===== config.mk =====
export PLATFORM = sky130hd
export DESIGN_NAME = pipe_wait_slave
export DESIGN_NICKNAME = d
export VERILOG_FILES = /design/src/rtl/pslv_pkg.sv /design/src/rtl/pslv_capture.sv /design/src/rtl/pslv_phase.sv /design/src/rtl/pslv_regfile.sv /design/src/rtl/pipe_wait_slave.sv
export SDC_FILE = /design/constraint.sdc
export NUM_CORES = 1
export LEC_CHECK = 0
export ABC_CLOCK_PERIOD_IN_PS = 5000
export BUFFER_PORTS_ARGS = -buffer_cell sky130_fd_sc_hd__buf_2
export CAP_MARGIN = 5
export CORE_MARGIN = 5
export CORE_UTILIZATION = 39
export CTS_BUF_LIST = sky130_fd_sc_hd__clkbuf_8
export CTS_CLUSTER_SIZE = 20
export DETAILED_ROUTE_END_ITERATION = 8
export PLACE_DENSITY = 0.57
export SLEW_MARGIN = 30
export SYNTH_ARGS = -nofsm -noshare
export SYNTH_HDL_FRONTEND = slang
export SYNTH_SLANG_ARGS = --single-unit

===== constraint.sdc =====
create_clock -name clk -period 5 [get_ports clk]
set_input_delay 0.25 -clock clk [delete_from_list [all_inputs] [get_ports clk]]
set_output_delay 0.25 -clock clk [all_outputs]
set_load 0.01 [all_outputs]

===== src/rtl/pslv_pkg.sv =====
// Shared types for the pipelined register slave.
// Assumes the two-bit transfer-type encoding used on the bus.
package pslv_pkg;
    typedef enum logic [1:0] {
        TR_IDLE   = 2'b00,
        TR_BUSY   = 2'b01,
        TR_NONSEQ = 2'b10,
        TR_SEQ    = 2'b11
    } trans_t;

    typedef enum logic [2:0] {
        PH_IDLE,   // no data phase in progress, ready high
        PH_WAIT,   // stretching a good access
        PH_ERR1,   // error, ready low
        PH_ERR2,   // error, ready high
        PH_LAST    // completing cycle of a good access
    } phase_t;
endpackage


===== src/rtl/pslv_capture.sv =====
// Address-phase capture stage.
// Registers address, direction and size when a real access is accepted.
// Classifies the incoming access as faulty (misaligned, oversize, forbidden).
// Assumes bus_ready_in is the bus-wide ready seen by every slave.
module pslv_capture #(
    parameter int ADDR_W    = 6,
    parameter int DATA_W    = 32,
    parameter int FORBID_LO = 'h30,
    parameter int FORBID_HI = 'h37
) (
    input  logic              clk,
    input  logic              rst_n,
    input  logic              sel,
    input  logic [1:0]        trans,
    input  logic [ADDR_W-1:0] addr,
    input  logic              write,
    input  logic [2:0]        size,
    input  logic              ready_in,
    output logic              take,
    output logic              fault,
    output logic [ADDR_W-1:0] cap_addr,
    output logic              cap_write,
    output logic [2:0]        cap_size
);
    import pslv_pkg::*;

    localparam int LANE_BITS = $clog2(DATA_W / 8);
    localparam logic [ADDR_W-1:0] ONE_A = 1;
    localparam logic [ADDR_W-1:0] LO_A  = ADDR_W'(FORBID_LO);
    localparam logic [ADDR_W-1:0] HI_A  = ADDR_W'(FORBID_HI);

    logic              real_xfer;
    logic              oversize;
    logic              misalign;
    logic              forbidden;
    logic [ADDR_W-1:0] align_mask;

    // Decide whether this edge accepts a real access
    always_comb begin
        real_xfer = (trans == TR_NONSEQ) || (trans == TR_SEQ);
        take      = ready_in && sel && real_xfer;
    end

    // Classify the incoming access
    always_comb begin
        oversize   = size > 3'(LANE_BITS);
        align_mask = (ONE_A << size) - ONE_A;
        misalign   = (addr & align_mask) != '0;
        forbidden  = (addr >= LO_A) && (addr <= HI_A);
        fault      = oversize || misalign || forbidden;
    end

    // Hold the accepted control for the data phase
    always_ff @(posedge clk) begin
        if (!rst_n) begin
            cap_addr  <= '0;
            cap_write <= 1'b0;
            cap_size  <= '0;
        end else if (take) begin
            cap_addr  <= addr;
            cap_write <= write;
            cap_size  <= size;
        end
    end
endmodule


===== src/rtl/pslv_phase.sv =====
// Data-phase sequencer.
// Counts programmed wait states for good accesses and plays the two-cycle
// error sequence for faulty ones. Assumes take is only raised on ready-high edges.
module pslv_phase #(
    parameter int WAIT_W = 3
) (
    input  logic              clk,
    input  logic              rst_n,
    input  logic              take,
    input  logic              fault,
    input  logic [WAIT_W-1:0] wait_cfg,
    output logic              ready_out,
    output logic              resp_err,
    output logic              done_ok
);
    import pslv_pkg::*;

    localparam logic [WAIT_W-1:0] ONE_W = 1;

    phase_t            state;
    phase_t            nxt;
    logic [WAIT_W-1:0] cnt;

    // Next-phase selection
    always_comb begin
        nxt = PH_IDLE;
        case (state)
            PH_WAIT: nxt = (cnt == ONE_W) ? PH_LAST : PH_WAIT;
            PH_ERR1: nxt = PH_ERR2;
            default: begin
                if (take) begin
                    if (fault)              nxt = PH_ERR1;
                    else if (wait_cfg == '0) nxt = PH_LAST;
                    else                     nxt = PH_WAIT;
                end
            end
        endcase
    end

    // Phase register
    always_ff @(posedge clk) begin
        if (!rst_n) state <= PH_IDLE;
        else        state <= nxt;
    end

    // Wait-state down counter
    always_ff @(posedge clk) begin
        if (!rst_n)                          cnt <= '0;
        else if (take && !fault && state != PH_WAIT && state != PH_ERR1)
                                             cnt <= wait_cfg;
        else if (state == PH_WAIT)           cnt <= cnt - ONE_W;
    end

    // Bus response outputs
    always_comb begin
        ready_out = !((state == PH_WAIT) || (state == PH_ERR1));
        resp_err  = (state == PH_ERR1) || (state == PH_ERR2);
        done_ok   = (state == PH_LAST);
    end
endmodule


===== src/rtl/pslv_regfile.sv =====
// Word-organised storage with byte-lane writes.
// Lanes are little-endian; the lane strobes follow address and size.
// Assumes the caller only enables a write for a good, aligned access.
module pslv_regfile #(
    parameter int ADDR_W    = 6,
    parameter int DATA_W    = 32,
    parameter int NUM_WORDS = 16
) (
    input  logic              clk,
    input  logic              rst_n,
    input  logic              wr_en,
    input  logic [ADDR_W-1:0] addr,
    input  logic [2:0]        size,
    input  logic [DATA_W-1:0] wdata,
    output logic [DATA_W-1:0] rword
);
    localparam int LANES     = DATA_W / 8;
    localparam int LANE_BITS = $clog2(LANES);
    localparam int IDX_W     = $clog2(NUM_WORDS);

    logic [DATA_W-1:0]    mem [NUM_WORDS];
    logic [LANES-1:0]     stb;
    logic [IDX_W-1:0]     idx;
    logic [LANE_BITS-1:0] lane_lo;

    assign idx     = addr[LANE_BITS +: IDX_W];
    assign lane_lo = addr[LANE_BITS-1:0];

    // One strobe per lane: lane is in the naturally aligned group of the access
    for (genvar g = 0; g < LANES; g++) begin : g_stb
        assign stb[g] = (LANE_BITS'(g) >> size) == (lane_lo >> size);
    end

    // Storage update with lane merging
    always_ff @(posedge clk) begin
        if (!rst_n) begin
            for (int w = 0; w < NUM_WORDS; w++) mem[w] <= '0;
        end else if (wr_en) begin
            for (int b = 0; b < LANES; b++)
                if (stb[b]) mem[idx][8*b +: 8] <= wdata[8*b +: 8];
        end
    end

    // Read the selected word
    assign rword = mem[idx];
endmodule


===== src/rtl/pipe_wait_slave.sv =====
// Pipelined register slave with programmable wait states.
// Captures address-phase control, stretches good accesses by wait_cfg cycles,
// answers faulty accesses with the two-cycle error, ignores IDLE/BUSY beats.
// Assumes a single data phase is outstanding, per the bus pipeline.
module pipe_wait_slave #(
    parameter int ADDR_W    = 6,
    parameter int DATA_W    = 32,
    parameter int NUM_WORDS = 16,
    parameter int WAIT_W    = 3,
    parameter int FORBID_LO = 'h30,
    parameter int FORBID_HI = 'h37
) (
    input  logic              clk,
    input  logic              rst_n,
    input  logic              bus_sel,
    input  logic [1:0]        bus_trans,
    input  logic [ADDR_W-1:0] bus_addr,
    input  logic              bus_write,
    input  logic [2:0]        bus_size,
    input  logic [DATA_W-1:0] bus_wdata,
    input  logic              bus_ready_in,
    input  logic [WAIT_W-1:0] wait_cfg,
    output logic              bus_ready_out,
    output logic              bus_resp,
    output logic [DATA_W-1:0] bus_rdata
);
    logic              take;
    logic              fault;
    logic [ADDR_W-1:0] cap_addr;
    logic              cap_write;
    logic [2:0]        cap_size;
    logic              done_ok;
    logic [DATA_W-1:0] rword;

    pslv_capture #(
        .ADDR_W(ADDR_W), .DATA_W(DATA_W),
        .FORBID_LO(FORBID_LO), .FORBID_HI(FORBID_HI)
    ) u_capture (
        .clk(clk), .rst_n(rst_n), .sel(bus_sel), .trans(bus_trans),
        .addr(bus_addr), .write(bus_write), .size(bus_size),
        .ready_in(bus_ready_in), .take(take), .fault(fault),
        .cap_addr(cap_addr), .cap_write(cap_write), .cap_size(cap_size)
    );

    pslv_phase #(.WAIT_W(WAIT_W)) u_phase (
        .clk(clk), .rst_n(rst_n), .take(take), .fault(fault),
        .wait_cfg(wait_cfg), .ready_out(bus_ready_out),
        .resp_err(bus_resp), .done_ok(done_ok)
    );

    pslv_regfile #(
        .ADDR_W(ADDR_W), .DATA_W(DATA_W), .NUM_WORDS(NUM_WORDS)
    ) u_regs (
        .clk(clk), .rst_n(rst_n), .wr_en(done_ok && cap_write),
        .addr(cap_addr), .size(cap_size), .wdata(bus_wdata), .rword(rword)
    );

    // Read data only on the completing cycle of a good read
    assign bus_rdata = (done_ok && !cap_write) ? rword : '0;
endmodule


* After elaboration in Yosys (flattened, before gate mapping)
Memory sizes are Yosys's and may differ from the RTL's. A register that Yosys moved wholly into a read port is not among the register bits.
Index checks and enable logic that the tools add are counted.
** Word-level totals
- Register bits after elaboration :: 16
- Bits in latches :: 0
- Memory bits (writable) :: 512
- Memory bits (read-only) :: 0
- Input bits :: 51
- Output and inout port bits :: 34
- Word-level logic and storage cells :: 81
- Memories kept :: 1
** Operators by class
- $add $sub $neg :: 2
- $mul :: 0
- Divide/modulo/power cells :: 0
- $lt $le $gt $ge :: 3
- Equality and inequality tests :: 13
- Shift-type cells :: 6
- Multiplexer cells :: 30
- Bitwise logic cells :: 1
- Reduce and logical (&&, ||, !) cells :: 20
** Memory list
- u_regs.mem :: depth 16, bits a word 32, read ports 1, clocked after Yosys merged registers in 1, wr ports 16, RTL line pslv_regfile.sv:21 : logic [DATA_W-1:0] mem [NUM_WORDS];
** Operators with widths (count)
- $mux W32 :: 2
- $reduce_or A32 Y1 :: 1
- $mux W3 :: 6
- $mux W1 :: 17
- $mux W4 :: 4
- $eq A2 B2 Y1 :: 4
- $logic_and A1 B1 Y1 :: 8
- $and A6 B6 Y6 :: 1
- $eq A3 B1 Y1 const B :: 2
- $eq A3 B2 Y1 const B :: 2
- $ge A6 B6 Y1 const B :: 1
- $le A6 B6 Y1 const B :: 1
- $pmux W3 S2 :: 1
- $reduce_bool A6 Y1 :: 1
- $shl A1 B3 Y6 const A :: 1
- $shr A1 B3 Y2 const A :: 2
- $shr A2 B3 Y2 const A :: 2
- $sub A6 B1 Y6 const B :: 1
- $logic_or A1 B1 Y1 :: 5
- $eq A2 B2 Y1 const B :: 2
- $eq A3 B3 Y1 const B :: 1
- $gt A3 B2 Y1 const B :: 1
- $logic_not A1 Y1 :: 3
- $logic_not A3 Y1 :: 1
- other kinds (5) :: 5

* Depth between registers and ports, before layout
- Depth after elaboration :: 11
- Gate-level depth with buffers :: 6
- Mapped depth without buffers :: 6

* Cells and area by module
A second synthesis with hierarchy kept.
** Second synthesis, totals
- Cells, all modules :: 1703
- Area total of the unflattened synthesis :: 24179.4 µm²
** By module, submodules not included
- pslv_regfile :: times used 1, cells each 1570, area an instance 23004.6 µm², seq. area each 15374.7 µm²
- pslv_capture :: times used 1, cells each 49, area an instance 436.7 µm², seq. area each 200.2 µm²
- pslv_phase :: times used 1, cells each 45, area an instance 380.4 µm², seq. area each 120.1 µm²
- pipe_wait_slave :: times used 1, cells each 39, area an instance 357.8 µm², seq. area each 0.0 µm²

* Least setup slack after synthesis
No wires, ideal clock.
- Path kind :: reg-to-reg
- Start :: register u_phase.state[1]
- End :: memory u_regs.mem[11][10], enable pin
- Library setup time :: 0.374 ns
- Data arrival time :: 1.698 ns
- Required time :: 4.626 ns
- Path slack :: 2.928 ns
- Stages on the path, launching flop included :: 6
- Buffers on the path :: 1
- Period minus slack after synthesis :: 2.072 ns
- Cells stage by stage :: dfxtp_1 and4bb_2 nand3_4 or2_1 buf_2 o21ai_1
** RTL lines
- start, declared :: RTL line pslv_phase.sv:20 : phase_t state;
- start signal, assigned :: RTL line pslv_phase.sv:43 : else state <= nxt;
- end, declared :: RTL line pslv_regfile.sv:21

==> results.json <==
{
  "cap_violations": 0,
  "seqPwrFrac_pct": 56.3,
  "fin_skew_ns": 0.02101,
  "multi_input_area_um2": 8681,
  "ys_warn_count": 0,
  "slew_violations": 0,
  "wl_per_cell_um": 23.57,
  "clk_pin_slew_ns": 0.06,
  "p_comb_share_pct": 5.2,
  "grt_pass1_wl_um": 90750,
  "antenna_found_initial": 1,
  "critPathLaunchType": "flip-flop",
  "hp-class": "input port to flip-flop",
  "gr-total-overflow": 0,
  "irDropWorstVdd_mv": 0.1439,
  "status": "finished clean",
  "core_um2": 63310,
  "numPortBuffers": 83,
  "syn_to_final_growth_pct": 11.63,
  "clkPwrFrac_pct": 38.5,
  "post_cts_buffers": 0,
  "critPathCaptureType": "primary output",
  "slew_headroom_pct": 36.52,
  "fin_cells": 2592,
  "fill_cells": 5719,
  "cts_buffers": 90,
  "dp_hpwl_um": 38040,
  "required_ns": 4.75,
  "synthesis.nets": 1617,
  "wl_um": 61100,
  "place_inst": 2408,
  "worst_slew_pin_slew_ns": 0.9522,
  "switching_share_pct": 23.31,
  "period_needed_ns": 3.600,
  "synth_edf_count": 512,
  "insertion_delay_ns": 0.66,
  "rsz0062_at_grt": "false",
  "synthCells": 1564,
  "cp_cell_sequence": "buf_4 > mux4_2 > a22o_1 > a221o_1 > buf_2",
  "setup_violations": 0,
  "ant_nets": 0,
  "p_leak_uw": 0.01029,
  "die-area_um2": 69240,
  "critPathMaxFanout": 39,
  "synth_cell_types": 54,
  "fmax_mhz": 277.8,
  "ys_seq_elements": 532,
  "seq_area_um2": 15780,
  "vias": 13500,
  "via_per_inst": 5.208,
  "drcViolationCount": 0,
  "clock_sinks": 532,
  "die_w_um": 263.1,
  "chipHeight_um": 263.1,
  "h-tree-depth": 3,
  "firstDrtPassIters": 4,
  "gr-usage-all-layers_pct": 17.41,
  "ys.flop_type": "edfxtp_1",
  "layout-drive-gt1-share_pct": 23.67,
  "dr.first_iter.drc_count": 1069,
  "period_share_pct": 72.00,
  "power.total_uw": 9008,
  "synth.avg_cell_area_um2": 15.98,
  "power_switching_uw": 2100,
  "synth-async-reset-ratio_pct": 0,
  "cts_root_buf": "clkbuf_8",
  "ios": 85,
  "num_rows": 92,
  "finalHoldViolations": 0,
  "ys_seq_area_share_pct": 63.13,
  "grt_pass1_vias": 14250,
  "synth_top_area_share_pct": 61.53,
  "worstPathArrival_ns": 3.35,
  "crit_slowest_cell": "dfxtp_4",
  "netlist_area_um2": 24990,
  "nets": 1726,
  "p_int_uw": 6908,
  "grt_max_degree": 57,
  "cts_tree": "done",
  "power_density_nw_per_um2": 322.9,
  "clk_path_buf_depth": 3,
  "globalplace.congestion": 0.7735,
  "holdWs_ns": 0.1104,
  "tns_ns": 0,
  "ys_top_cells_by_area": "edfxtp_1, and2_1, mux4_2, nor3_4, dfxtp_1",
  "critPathMaxStageDelay_ns": 0.91,
  "yosys.area.top_type": "edfxtp_1",
  "worst-setup-path-type": "flip-flop to primary output",
  "initial_utilization_pct": 39.47
}
power by group through the flow:
stage          clock network, uW  logic [uW]  registers (uW)
6_report                    3460         472            5070
3_3_place_gp                   0         460            5160
2_1_floorplan                  0         311            5130
5_1_grt                     3750         506            5090
4_1_cts                     3550         480            5070
3_5_place_dp                   0         468            5170
layer usage:
metal  GRT usage [%]  vias up  part of all wire [%]
met2           29.91      361                    50
li1                -     6136                     -
met5               0        -                     0
met3           3.007       94                   5.2
met4           5.075        0                   2.1
met1           22.90     6909                    42
final timing paths:
kind	start	endpoint	slack, ns	cells after the start
setup reg to reg	u_phase.state[1]	u_regs.mem[4][16]	1.78	5
hold / removal	bus_wdata[10]	u_regs.mem[11][10]	0.11	2
setup / recovery	flip-flop	bus_rdata[15]	1.40	5
hold reg to reg	u_capture.cap_addr[0]	u_capture.cap_addr[0]	0.48	2
what timing repair did:
item / CTS / global route
gates resized for setup: 0 / 0
hold buffers: 18 / 0
endpoints found under the hold margin: 20 / 0
logic make-up (layout without fill, tap and decap cells):
| group | count (synthesis) | in the layout | synth area share [%] |
|---|---|---|---|
| compound gates | 108 | 108 | 3.675 |
| xor+xnor | 3 | 3 | 0.1052 |
| fa+ha+maj | 2 | 2 | 0.1001 |
| buf+inv | 106 | 287 | 2.223 |
| flops | 532 | 532 | 63.13 |
| mux | 129 | 129 | 11.58 |
| other cells | 0 | 1 | 0 |
| simple gates | 684 | 684 | 19.19 |
critical path: cells and delay by family (launching register included):
| family | cells | cell delay, ns |
|---|---|---|
| buf+inv | 2 | 0.61 |
| flops | 1 | 0.91 |
| mux | 1 | 0.59 |
| compound gates | 2 | 0.55 |
synthesized netlist by cell type, types with 4 or more instances:
library cell / instances
or2_1: 4
buf_6: 12
inv_1: 4
clkbuf_1: 58
o21ai_1: 17
mux4_2: 128
dfxtp_1: 20
a22o_1: 32
nand2b_1: 50
a21boi_1: 10
edfxtp_1: 512
nand2_1: 24
and2_1: 512
buf_2: 21
buf_4: 8
nor3_2: 7
nor3_4: 49
a221o_1: 32
nor2_1: 9
stage by stage:
step | cell area [um2] | utilization [%] | setup slack (ns)
floorplan | 24990 | - | 2.928
global placement | 26090 | 41.21 | 1.774
detailed placement | 26120 | 41.26 | 1.721
CTS | 27880 | 44.03 | 1.256
global route | 27900 | 44.06 | 1.183
finish | 27900 | 44.06 | 1.400
sequential cells by signal, summed over array words and instances (netlist names), named ones only:
signal	flops
u_regs.mem	512
u_capture.cap_addr	6
u_capture.cap_size	3
u_phase.cnt	3
u_phase.state	3
u_capture.cap_write	1
cell type report:
class,count,area share (%)
diodes,1,0.008971
clock buffers,94,4.638
clock inverters,70,1.005
inverters,5,0.06728
multi-input cells,926,31.12
flip-flops and latches,532,56.58
well taps,846,3.795
repair buffers,118,2.790
cells in the final DEF (no fill, tap or decap), types with 3 or more instances in the layout:
cell           synthesis  final
clkinv_2               0      8
edfxtp_1             512    512
a221o_1               32     32
nand2_1               24     23
a21oi_4                3      3
buf_2                 21     82
nor2_1                 9      8
nor3_1                 3      3
clkbuf_8               0     94
nor3_4                49     49
or2_1                  4      4
nor3_2                 7      7
dlygate4sd3_1          0     18
inv_1                  4     41
o21ai_1               17     17
buf_4                  8     14
clkinv_1               0     23
nand3b_2               3      3
a22o_1                32     32
mux4_2               128    128
a21boi_1              10     10
dfxtp_1               20     18
and2_1               512    512
xnor2_1                3      3
nand2b_1              50     50
o21a_1                 3      3
Power figures use the tool's default switching activity.
